<file path="src/rtl/pll_guard_pkg.sv">
package pll_guard_pkg;
  localparam int SEL_W = 2;
  localparam logic [SEL_W-1:0] SEL_CTRL = 2'd0;
  localparam logic [SEL_W-1:0] SEL_CFG  = 2'd1;
  localparam logic [SEL_W-1:0] SEL_FEED = 2'd2;
  localparam logic [SEL_W-1:0] SEL_STAT = 2'd3;
  localparam int MC_W  = 5;
  localparam int DC_W  = 2;
  localparam int CFG_W = MC_W + DC_W;
  localparam int ST_EN   = 8;
  localparam int ST_CONN = 9;
  localparam int ST_LOCK = 10;

  typedef struct packed {
    logic conn;
    logic en;
  } ctrl_t;

  typedef struct packed {
    logic [DC_W-1:0] dc;
    logic [MC_W-1:0] mc;
  } cfg_t;
endpackage

</file>
<file path="src/rtl/pll_feed_seq.sv">
module pll_feed_seq #(
  parameter int DW = 32,
  parameter logic [DW-1:0] KEY_A = 'hAA,
  parameter logic [DW-1:0] KEY_B = 'h55
) (
  input  logic          clk_i,
  input  logic          rst_ni,
  input  logic          wr_en_i,
  input  logic          feed_sel_i,
  input  logic [DW-1:0] wr_data_i,
  input  logic          pd_i,
  output logic          commit_o
);
  logic armed_q;
  logic key_a_wr, key_b_wr;

  assign key_a_wr = wr_en_i && feed_sel_i && (wr_data_i == KEY_A);
  assign key_b_wr = wr_en_i && feed_sel_i && (wr_data_i == KEY_B);
  assign commit_o = armed_q && key_b_wr && !pd_i;

  // armed for exactly one cycle after a first key; anything else drops it
  always_ff @(posedge clk_i or negedge rst_ni) begin
    if (!rst_ni)   armed_q <= 1'b0;
    else if (pd_i) armed_q <= 1'b0;
    else           armed_q <= key_a_wr;
  end

  assert_rearm_R10: assert property (@(posedge clk_i) disable iff (!rst_ni)
    (key_a_wr && !pd_i) |=> armed_q);
  assert_break_R4: assert property (@(posedge clk_i) disable iff (!rst_ni)
    (!wr_en_i) |=> !commit_o);
endmodule

</file>
<file path="src/rtl/pll_stat_mux.sv">
module pll_stat_mux
  import pll_guard_pkg::*;
#(
  parameter int DW = 32
) (
  input  logic [SEL_W-1:0] rd_sel_i,
  input  ctrl_t            pend_ctrl_i,
  input  cfg_t             pend_cfg_i,
  input  ctrl_t            act_ctrl_i,
  input  cfg_t             act_cfg_i,
  input  logic             lock_i,
  output logic [DW-1:0]    rd_data_o
);
  always_comb begin
    rd_data_o = '0;
    unique case (rd_sel_i)
      SEL_CTRL: rd_data_o[1:0]       = {pend_ctrl_i.conn, pend_ctrl_i.en};
      SEL_CFG:  rd_data_o[CFG_W-1:0] = pend_cfg_i;
      SEL_STAT: begin
        rd_data_o[CFG_W-1:0] = act_cfg_i;
        rd_data_o[ST_EN]     = act_ctrl_i.en;
        rd_data_o[ST_CONN]   = act_ctrl_i.conn;
        rd_data_o[ST_LOCK]   = lock_i;
      end
      default:  rd_data_o = '0;
    endcase
  end
endmodule

</file>
<file path="src/rtl/pll_guard.sv">
module pll_guard
  import pll_guard_pkg::*;
#(
  parameter int DW = 32
) (
  input  logic             clk_i,
  input  logic             rst_ni,
  input  logic             wr_en_i,
  input  logic [SEL_W-1:0] wr_sel_i,
  input  logic [DW-1:0]    wr_data_i,
  input  logic [SEL_W-1:0] rd_sel_i,
  output logic [DW-1:0]    rd_data_o,
  input  logic             lock_i,
  input  logic             pd_i,
  output logic             pll_en_o,
  output logic             pll_conn_o,
  output logic [MC_W-1:0]  mult_code_o,
  output logic [DC_W-1:0]  div_code_o
);
  ctrl_t pend_ctrl_q, act_ctrl_q;
  cfg_t  pend_cfg_q,  act_cfg_q;
  logic  commit;

  always_ff @(posedge clk_i or negedge rst_ni) begin
    if (!rst_ni) begin
      pend_ctrl_q <= '0;
      pend_cfg_q  <= '0;
    end else if (wr_en_i) begin
      if (wr_sel_i == SEL_CTRL) pend_ctrl_q <= ctrl_t'(wr_data_i[1:0]);
      if (wr_sel_i == SEL_CFG)  pend_cfg_q  <= cfg_t'(wr_data_i[CFG_W-1:0]);
    end
  end

  pll_feed_seq #(.DW(DW)) i_feed (
    .clk_i      (clk_i),
    .rst_ni     (rst_ni),
    .wr_en_i    (wr_en_i),
    .feed_sel_i (wr_sel_i == SEL_FEED),
    .wr_data_i  (wr_data_i),
    .pd_i       (pd_i),
    .commit_o   (commit)
  );

  always_ff @(posedge clk_i or negedge rst_ni) begin
    if (!rst_ni) begin
      act_ctrl_q <= '0;
      act_cfg_q  <= '0;
    end else if (pd_i) begin
      act_ctrl_q <= '0;  // divider settings are kept, clock is shut off
    end else if (commit) begin
      act_ctrl_q <= pend_ctrl_q;
      act_cfg_q  <= pend_cfg_q;
    end
  end

  assign pll_en_o    = act_ctrl_q.en;
  assign pll_conn_o  = act_ctrl_q.en && act_ctrl_q.conn && lock_i;
  assign mult_code_o = act_cfg_q.mc;
  assign div_code_o  = act_cfg_q.dc;

  pll_stat_mux #(.DW(DW)) i_stat (
    .rd_sel_i    (rd_sel_i),
    .pend_ctrl_i (pend_ctrl_q),
    .pend_cfg_i  (pend_cfg_q),
    .act_ctrl_i  (act_ctrl_q),
    .act_cfg_i   (act_cfg_q),
    .lock_i      (lock_i),
    .rd_data_o   (rd_data_o)
  );

  assert_pd_off_R9: assert property (@(posedge clk_i) disable iff (!rst_ni)
    pd_i |=> (!pll_en_o && !pll_conn_o));
  assert_conn_lock_R7: assert property (@(posedge clk_i) disable iff (!rst_ni)
    pll_conn_o |-> (lock_i && pll_en_o));
  assert_hold_R4: assert property (@(posedge clk_i) disable iff (!rst_ni)
    !commit |=> ($stable(mult_code_o) && $stable(div_code_o)));
  assert_copy_R3: assert property (@(posedge clk_i) disable iff (!rst_ni)
    commit |=> (mult_code_o == $past(pend_cfg_q.mc) && div_code_o == $past(pend_cfg_q.dc)));
endmodule

</file>
<file path="config.mk">
export PLATFORM = sky130hd
export DESIGN_NAME = pll_guard
export DESIGN_NICKNAME = d
export VERILOG_FILES = /design/src/rtl/pll_guard_pkg.sv /design/src/rtl/pll_feed_seq.sv /design/src/rtl/pll_stat_mux.sv /design/src/rtl/pll_guard.sv
export SDC_FILE = /design/constraint.sdc
export NUM_CORES = 1
export LEC_CHECK = 0
export ABC_AREA = 1
export CORE_MARGIN = 8
export CORE_UTILIZATION = 36
export DETAILED_ROUTE_END_ITERATION = 8
export GPL_ROUTABILITY_DRIVEN = 0
export GPL_TIMING_DRIVEN = 0
export PLACE_DENSITY = 0.79
export SYNTH_ARGS = -nofsm -noshare
export SYNTH_HDL_FRONTEND = slang
export SYNTH_SLANG_ARGS = --single-unit
export TNS_END_PERCENT = 5
</file>
<file path="constraint.sdc">
create_clock -name clk_i -period 1.14 [get_ports clk_i]
set_input_delay 0.114 -clock clk_i [delete_from_list [all_inputs] [get_ports clk_i]]
set_output_delay 0.114 -clock clk_i [all_outputs]
set_load 0.01 [all_outputs]
</file>
==> results of run 1 <==
[worst min path at each step]
| stage | slack [ns] | from | endpoint | cells after the start |
|---|---|---|---|---|
| after floorplan | -0.18 | rst_ni | act_ctrl_q[1]$_DFFE_PN0P_ | 0 |
| after global placement | 0.49 | mult_code_o[1]$_DFFE_PN0P_ | mult_code_o[1]$_DFFE_PN0P_ | 2 |
| after detailed placement | 0.49 | mult_code_o[2]$_DFFE_PN0P_ | mult_code_o[2]$_DFFE_PN0P_ | 2 |
| after CTS | 0.29 | rst_ni | mult_code_o[3]$_DFFE_PN0P_ | 1 |
| after global routing | 0.13 | wr_data_i[4] | i_feed.armed_q$_DFF_PN0_ | 4 |
| final | 0.10 | wr_data_i[4] | i_feed.armed_q$_DFF_PN0_ | 4 |
[layer usage]
layer,GRT usage,part of all wire,vias up
li1,-,-,707
met1,0.146,0.39,616
met2,0.213,0.49,61
met3,0.0461,0.11,5
met4,0.0512,0.015,0
met5,0,0,-
[power groups by stage]
stage,sequential (mW),clock [mW],combinational (mW)
after floorplan,0.772,0,0.221
after global placement,0.784,0,0.427
after detailed placement,0.786,0,0.434
after CTS,0.764,0.362,0.471
after global routing,0.774,0.405,0.549
final,0.769,0.365,0.500
[cells in the final DEF, fill, tap and decap left out, drive strengths merged]
cell type / count
nand4: 1
and2: 2
o21ai: 6
inv: 14
nor4: 1
nand2: 37
dfrtp: 19
conb: 22
clkinv: 2
nand3: 37
nor2: 26
clkbuf: 9
buf: 48
dlymetal6s2s: 1
mux2: 3
clkdlybuf4s15: 3
nor3: 2
clkdlybuf4s50: 37
[worst reg2reg max path, cell delays in order, from the launching register on]
cell and delay [ns]:
dfrtp_1 0.34, nand3_1 0.08, nor2_2 0.13, nand3_2 0.14, nor2_4 0.20, nand3_1 0.09, nand2_1 0.08
[flip-flops by register name, summed over array words and instances (netlist names)]
signal,flops
act_ctrl_q,1
div_code_o,2
i_feed.armed_q,1
mult_code_o,5
pend_cfg_q,7
pend_ctrl_q,2
pll_en_o,1
[area by class of cell]
| type | instances | area (µm²) | share of cell area |
|---|---|---|---|
| repair buffers | 68 | 594 | 0.282 |
| multi-input cells | 137 | 706 | 0.335 |
| flip-flops and latches | 19 | 475 | 0.226 |
| plain buffers | 27 | 191 | 0.0908 |
| well taps | 46 | 57.6 | 0.0273 |
| inverters | 15 | 56.3 | 0.0267 |
| clock buffers | 3 | 22.5 | 0.0107 |
| clock inverters | 1 | 5.00 | 0.00237 |
[metrics by stage]
stage	util	instance area (µm²)	hold WS, ns	TNS (ns)
floorplan	-	1370	-0.182	0
global placement	0.590	2000	0.486	-7.71
detailed placement	0.590	2000	0.494	-8.05
CTS	0.598	2030	0.293	-0.406
global route	0.622	2110	0.128	-1.30
finish	0.622	2110	0.102	-0.284
[kinds of logic after synthesis]
logic type | Yosys count | synth area share
buf+inv | 42 | 0.190
compound gates | 6 | 0.0233
simple gates | 105 | 0.390
flops | 19 | 0.368
other cells | 1 | 0.00290
mux | 3 | 0.0262
[what timing repair did]
action                                  4_1_cts  5_1_grt
gates resized for setup                      57       27
setup buffers                                 8        3
endpoints found under the setup margin       26       30
pin swaps                                     3       12
hold buffers                                  0        0
cloned                                        0        1
==> impl_metrics.yaml, run 1 <==
timing:
  rsz0062_at_grt: "true"
  finalCritPeriodShare: 1.07
  tightest_slew_ns: 0.848
  relSlewSlack: 0.433
  fin_ws_ns: -0.0749
  setup-violations-final: 12
  max_freq_mhz: 823
  slew_viol_final: 0
  finalCriticalPeriod_ns: 1.21
  hold_violations: 0
  skew_ns: 0.0141
yosys:
  async_flop_share: 1.00
  synth_common_cells: "37 x nand2_1, 33 x nand3_1, 22 x buf_4"
  syn_inst: 176
  ys.flop_type: "dfrtp_1"
  ys_types: 20
  yosysTopAreaCell: "dfrtp_1"
  synth.area.top_cells: "dfrtp_1 37%, buf_4 13%, nand3_1 13%"
  synth_seq_cells: 19
  ys_seq_area_frac: 0.368
  syn_area_per_cell_um2: 7.34
  synthesis.area_um2: 1290
  synth_edf_count: 0
  synth_top_area_share: 0.368
  synth_most_common_cell: "nand2_1"
  ys_warn_count: 0
worst_setup_path:
  startpoint_type: "flop"
  r2r_start: "i_feed.armed_q$_DFF_PN0_"
  cp.depth: 3
  worstSetupEndpoint: "rd_data_o[0]"
  critPathCaptureType: "output port"
  worstPathArrival_ns: 1.10
  crit_slowest_cell: "dfrtp_1"
  crit_fanout: 3
  worstPathRequired_ns: 1.03
  critical_path_buf_inv_count: 1
  regToRegEndpoint: "div_code_o[0]$_DFFE_PN0P_"
  crit_family: "flip-flops"
  crit_start: "pend_ctrl_q[0]$_DFFE_PN0P_"
  slowest_delay_ns: 0.42
  timing.critical_path.cells: "nand3_1, nand3_1, buf_2"
  cpMostUsedCell: "nand3_1"
  reg2reg_slack_ns: 0.02
  crit_type: "flop to output port"
  rr_worst_depth: 6
grt:
  grt_pass1_wl_um: 5580
  grt_pass1_vias: 1271
  antenna_found_initial: 0
  gr-total-overflow: 0
  grt_max_degree: 20
  grt_usage: 0.128
finish:
  area_delta_synth_final_pct: 63.3
  drive_above_1_share: 0.311
  fin_nets: 312
  nFillCells: 314
  antenna-diode-count: 0
  fin_cells: 316
die:
  ios: 82
  num_rows: 21
  die_width_um: 75.9
  die_area_um2: 5760
  initial_core_util: 0.381
  placeableCoreArea_um2: 3390
  die_y_um: 75.9
placed_design:
  dp.cells: 300
  place.port_buffers: 57
  place_ws_ns: -0.402
  dp_hpwl_um: 2830
pwr:
  vdd.ir_drop.worst_v: 0.000757
  power_mw: 1.63
  p_leak_nw: 1.08
  switching_share: 0.299
  power_frac_clock: 0.224
  p_int_mw: 1.15
  pwr-share-comb: 0.306
  p_switching_mw: 0.489
  p_seq_frac: 0.470
  powerDensity_nw_per_um2: 775
clock_network:
  clock_latency_ns: 0.32
  cts_buffer_depth: 2
  cts_tree: "yes"
  cts_max_level: 1
  cts.sinks: 19
  root_buffer: "clkbuf_4"
  clk_pin_slew_worst_paths_ns: 0.12
  numCtsBuffers: 3
worst_hold_path:
  min_path_type: "input pin to flop"
routing:
  ant_nets: 0
  via_per_inst: 4.40
  via_count: 1389
  first_iter_violations: 64
  drt-pass1-iter-count: 4
  wire_per_inst_um: 12.0
  route.detailed.drc: 0
  totalWireLength_um: 3800
status:
  violations: "setup timing"
  status: "complete, but fails checks"
flow_run:
  max_cap_viol_count: 0
Note: power is estimated with default switching activity, not from simulation.
==> run 2: changes to the inputs <==
==> constraint.sdc (replaced) <==
create_clock -name clk_i -period 1.35 [get_ports clk_i]
set_input_delay 0.135 -clock clk_i [delete_from_list [all_inputs] [get_ports clk_i]]
set_output_delay 0.135 -clock clk_i [all_outputs]
set_load 0.01 [all_outputs]
==> impl_metrics.yaml, run 2 (synthesis results as in run 1) <==
finish:
  design_area_um2: 2040
  final_cell_mix: "38 x clkdlybuf4s50_1, 37 x nand2_1, 33 x nand3_1, 26 x buf_4, 22 x conb_1"
  drive_above_1_share: 0.202
  nFillCells: 318
  mostFrequentLayoutCell: "clkdlybuf4s50_1"
  max_flop_register: "pend_cfg_q"
  fin_nets: 304
  post-route-util: 0.601
  area_delta_synth_final_pct: 57.7
  largest_register_ffs: 7
  fin_cells: 308
  antenna-diode-count: 0
pwr:
  vdd.ir_drop.worst_v: 0.000656
  power_frac_clock: 0.227
  p_switching_mw: 0.380
  switching_share: 0.290
  p_seq_frac: 0.496
  pwr-share-comb: 0.277
  p_int_mw: 0.933
  powerDensity_nw_per_um2: 645
  p_leak_nw: 1.06
clock_network:
  root_buffer: "clkbuf_4"
  numCtsBuffers: 3
  clock_latency_ns: 0.31
  cts_tree: "yes"
  cts_buffer_depth: 2
  clk_pin_slew_worst_paths_ns: 0.11
  ctsHoldBuffers: 0
  cts.sinks: 19
  cts_max_level: 1
routing:
  wl_met3_um: 380
  wire_per_inst_um: 11.0
  via_count: 1300
  top_layer: "met4"
  via_per_inst: 4.22
  ant_nets: 0
  route.detailed.drc: 0
  dr_wl_met2_um: 1600
  drt-pass1-iter-count: 4
  wl_met1_um: 1360
  totalWireLength_um: 3390
  first_iter_violations: 58
placed_design:
  place.port_buffers: 57
  dp_hpwl_um: 2830
  dpl_cell_area_um2: 2000
  dp.cells: 300
grt:
  antenna_found_initial: 0
  gr-total-overflow: 0
  grt_pass1_vias: 1252
  grt_pass1_wl_um: 5460
  grt_max_degree: 20
  grt_usage: 0.125
die:
  die_area_um2: 5760
  die_y_um: 75.9
  ios: 82
  die_width_um: 75.9
  placeableCoreArea_um2: 3390
  num_rows: 21
  initial_core_util: 0.381
status:
  status: "complete, no violations"
timing:
  rsz0062_at_grt: "false"
  relSlewSlack: 0.446
  max_freq_mhz: 782
  finalCritPeriodShare: 0.947
  setup-violations-final: 0
  holdWs_ns: 0.286
  finalCriticalPeriod_ns: 1.28
  tightest_slew_ns: 0.829
  skew_ns: 0.0104
  slew_viol_final: 0
  hold_violations: 0
  setup_tns_ns: 0
worst_setup_path:
  worstPathArrival_ns: 1.14
  crit_type: "flop to output port"
  crit_fanout: 2
  startpoint_type: "flop"
  critPathCaptureType: "output port"
  worstPathRequired_ns: 1.22
flow_run:
  max_cap_viol_count: 0
worst_hold_path:
  min_path_type: "input pin to asynchronous set/reset pin"
[run 2: path summary, 6_finish.rpt]
| check | start | depth (start not counted) | end | slack, ns |
|---|---|---|---|---|
| setup / recovery | mult_code_o[1]$_DFFE_PN0P_ | 2 | mult_code_o[1] | 0.07 |
| hold / removal | rst_ni | 1 | pend_cfg_q[0]$_DFFE_PN0P_ | 0.29 |
| setup reg to reg | i_feed.armed_q$_DFF_PN0_ | 7 | div_code_o[0]$_DFFE_PN0P_ | 0.25 |
| hold reg to reg | mult_code_o[2]$_DFFE_PN0P_ | 2 | mult_code_o[2]$_DFFE_PN0P_ | 0.50 |
| max in group asynchronous | rst_ni | 1 | pend_cfg_q[4]$_DFFE_PN0P_ | 0.55 |
| min in group clk_i | wr_data_i[2] | 3 | pend_cfg_q[2]$_DFFE_PN0P_ | 0.42 |
[run 2: cell type report]
class | instances | area [µm²] | area share
buffer | 27 | 189 | 0.0928
clock buffer | 3 | 22.5 | 0.0111
clock inverter | 1 | 5.00 | 0.00246
inverter | 15 | 56.3 | 0.0277
multi-input combinational | 136 | 662 | 0.325
sequential | 19 | 475 | 0.234
tap | 46 | 57.6 | 0.0283
timing repair buffer | 61 | 568 | 0.279
[run 2: metal layers]
metal	vias up	track usage
met2	53	0.209
met3	4	0.0447
met1	550	0.142
met4	0	0.0448
met5	-	0
li1	693	-
[run 2: repair_timing]
action	4_1_cts	5_1_grt
setup buffers	3	1
endpoints found under the setup margin	19	12
pin swaps	0	0
gates resized for setup	20	9
[run 2: metrics by stage]
step,worst slack [ns],power (mW)
2_1_floorplan,0.339,0.838
3_3_place_gp,-0.242,1.02
3_5_place_dp,-0.213,1.03
4_1_cts,0.00208,1.32
5_1_grt,0.00349,1.40
6_report,0.0711,1.31
[run 2: critical path, stage by stage, from the launching register on]
cell and delay (ns):
dfrtp_1 0.41, buf_4 0.14, dlygate4sd2_1 0.28
[run 2: power by group through the flow]
stage / sequential (mW) / combinational (mW) / clock (mW)
2_1_floorplan: 0.652 / 0.187 / 0
3_3_place_gp: 0.662 / 0.360 / 0
3_5_place_dp: 0.664 / 0.366 / 0
4_1_cts: 0.650 / 0.362 / 0.305
5_1_grt: 0.657 / 0.407 / 0.340
6_report: 0.651 / 0.364 / 0.298
==> run 3: changes to the inputs <==
--- a/config.mk
+++ b/config.mk
@@ -7,11 +7,11 @@
 export LEC_CHECK = 0
 export ABC_AREA = 1
 export CORE_MARGIN = 8
-export CORE_UTILIZATION = 36
+export CORE_UTILIZATION = 33
 export DETAILED_ROUTE_END_ITERATION = 8
 export GPL_ROUTABILITY_DRIVEN = 0
 export GPL_TIMING_DRIVEN = 0
-export PLACE_DENSITY = 0.79
+export PLACE_DENSITY = 0.77
 export SYNTH_ARGS = -nofsm -noshare
 export SYNTH_HDL_FRONTEND = slang
 export SYNTH_SLANG_ARGS = --single-unit
==> constraint.sdc (replaced) <==
create_clock -name clk_i -period 1.1 [get_ports clk_i]
set_input_delay 0.11 -clock clk_i [delete_from_list [all_inputs] [get_ports clk_i]]
set_output_delay 0.11 -clock clk_i [all_outputs]
set_load 0.01 [all_outputs]
==> impl_metrics.yaml, run 3 (synthesis results as in run 1) <==
worst_setup_path:
  critPathCaptureType: "flop"
  rr_worst_depth: 7
  reg2reg_slack_ns: -0.14
  worstPathRequired_ns: 1.25
  r2r_start: "i_feed.armed_q$_DFF_PN0_"
  crit_fanout: 7
  crit_slowest_cell: "dfrtp_1"
  critical_path_buf_inv_count: 0
  crit_type: "flop to flop"
  crit_family: "simple AND/OR/NAND/NOR gates"
  slowest_delay_ns: 0.35
  startpoint_type: "flop"
  cpMostUsedCell: "nand2_2"
  worstPathArrival_ns: 1.39
  timing.critical_path.cells: "nand3_2, nor2_4, nand2_2, nor2_4, nand3_4, nand2_2, nand2_2"
  regToRegEndpoint: "mult_code_o[2]$_DFFE_PN0P_"
clock_network:
  numCtsBuffers: 3
  clk_pin_slew_worst_paths_ns: 0.07
  root_buffer: "clkbuf_8"
  cts_buffer_depth: 2
  cts_max_level: 1
  ctsHoldBuffers: 0
  cts.sinks: 19
  clock_latency_ns: 0.26
  cts_tree: "yes"
worst_hold_path:
  hold_start: "wr_data_i[3]"
  whs_path_depth: 2
  min_to: "pend_cfg_q[3]$_DFFE_PN0P_"
  min_path_type: "input pin to flop"
timing:
  finalCritPeriodShare: 1.13
  rsz0062_at_grt: "true"
  setup-violations-final: 12
  finalCriticalPeriod_ns: 1.24
  max_freq_mhz: 805
  tightest_slew_ns: 0.861
  fin_ws_ns: -0.142
  relSlewSlack: 0.424
  skew_ns: 0.00505
  slew_viol_final: 0
  hold_violations: 0
  holdWs_ns: 0.164
  setup_tns_ns: -1.06
finish:
  design_area_um2: 2160
  largest_register_ffs: 7
  drive_above_1_share: 0.307
  mostFrequentLayoutCell: "nand2_1"
  nFillCells: 370
  area_delta_synth_final_pct: 67.5
  seq_area_um2: 475
  multiInputGateArea_um2: 773
  final_cell_mix: "33 x nand2_1, 25 x clkdlybuf4s50_1, 24 x nand3_1, 24 x buf_4, 22 x conb_1"
  antenna-diode-count: 0
  fin_nets: 303
  max_flop_register: "pend_cfg_q"
routing:
  wire_per_inst_um: 12.2
  ant_nets: 0
  totalWireLength_um: 3780
  drt-pass1-iter-count: 4
  first_iter_violations: 75
  route.detailed.drc: 0
  via_per_inst: 4.43
  via_count: 1368
status:
  status: "complete, but fails checks"
  violations: "setup timing"
die:
  num_rows: 22
  initial_core_util: 0.347
  die_area_um2: 6170
  ios: 82
  die_width_um: 78.6
  die_y_um: 78.6
  placeableCoreArea_um2: 3720
placed_design:
  dp_hpwl_um: 2890
  dpl_cell_area_um2: 2000
  place.port_buffers: 57
  place_ws_ns: -0.456
pwr:
  p_leak_nw: 1.15
  powerDensity_nw_per_um2: 813
  vdd.ir_drop.worst_v: 0.000679
grt:
  grt_usage: 0.107
  antenna_found_initial: 0
  grt_pass1_wl_um: 5540
  grt_max_degree: 20
  grt_pass1_vias: 1250
  gr-total-overflow: 0
flow_run:
  max_cap_viol_count: 0
-- run 3: cell count changes in the layout (fill, tap and decap cells not counted), sizes merged, moves of 3 or more --
| cell | before | now |
|---|---|---|
| clkbuf | 7 | 4 |
| clkdlybuf4s50 | 38 | 25 |
| buf | 30 | 38 |
| dlygate4sd2 | 14 | 8 |
| dlymetal6s2s | 0 | 11 |
-- run 3: per-stage QoR --
stage                     std cells   util  power, mW
after detailed placement        302  0.538       1.26
final                           309  0.582       1.76
after global routing            309  0.582       1.85
after CTS                       308  0.543       1.74
after global placement          302  0.538       1.26
after floorplan                 197      -       1.03
-- run 3: worst max-delay path by stage --
stage / startpoint / depth (start not counted) / to
2_1_floorplan: i_feed.armed_q$_DFF_PN0_ / 7 / div_code_o[0]$_DFFE_PN0P_
3_3_place_gp: wr_data_i[4] / 10 / div_code_o[0]$_DFFE_PN0P_
3_5_place_dp: wr_data_i[4] / 10 / mult_code_o[2]$_DFFE_PN0P_
4_1_cts: wr_en_i / 8 / mult_code_o[2]$_DFFE_PN0P_
5_1_grt: i_feed.armed_q$_DFF_PN0_ / 7 / mult_code_o[2]$_DFFE_PN0P_
6_report: i_feed.armed_q$_DFF_PN0_ / 7 / mult_code_o[2]$_DFFE_PN0P_
-- run 3: metal layers --
metal,global-route usage,up-vias,share of wire
met3,0.0478,4,0.10
met5,0,-,0
met4,0.0278,0,0.0045
met1,0.127,609,0.41
li1,-,695,-
met2,0.171,60,0.48
-- run 3: worst register-to-register path: stages (launching register included) --
cell and delay [ns]:
dfrtp_1 0.35, nand3_2 0.10, nor2_4 0.16, nand2_2 0.09
nor2_4 0.14, nand3_4 0.14, nand2_2 0.09, nand2_2 0.05
-- run 3: layout make-up --
type                            instances  area share
Tap cell                               48      0.0278
Inverter                               15      0.0278
Sequential cell                        19       0.220
Clock inverter                          1     0.00231
Buffer                                 27      0.0902
Multi-Input combinational cell        137       0.357
Clock buffer                            3      0.0191
Timing Repair Buffer                   59       0.256
-- run 3: power by group --
group	total, mW	switching, mW	internal [mW]
clock network	0.476	0.225	0.252
registers	0.811	0.0562	0.755
logic	0.472	0.214	0.258
total	1.76	0.495	1.26
-- run 3: timing repair --
item,in CTS,in global routing
gates cloned,0,1
endpoints found under the setup margin,30,17
gates resized for setup,57,40
setup buffers,2,0
pin swaps,2,21
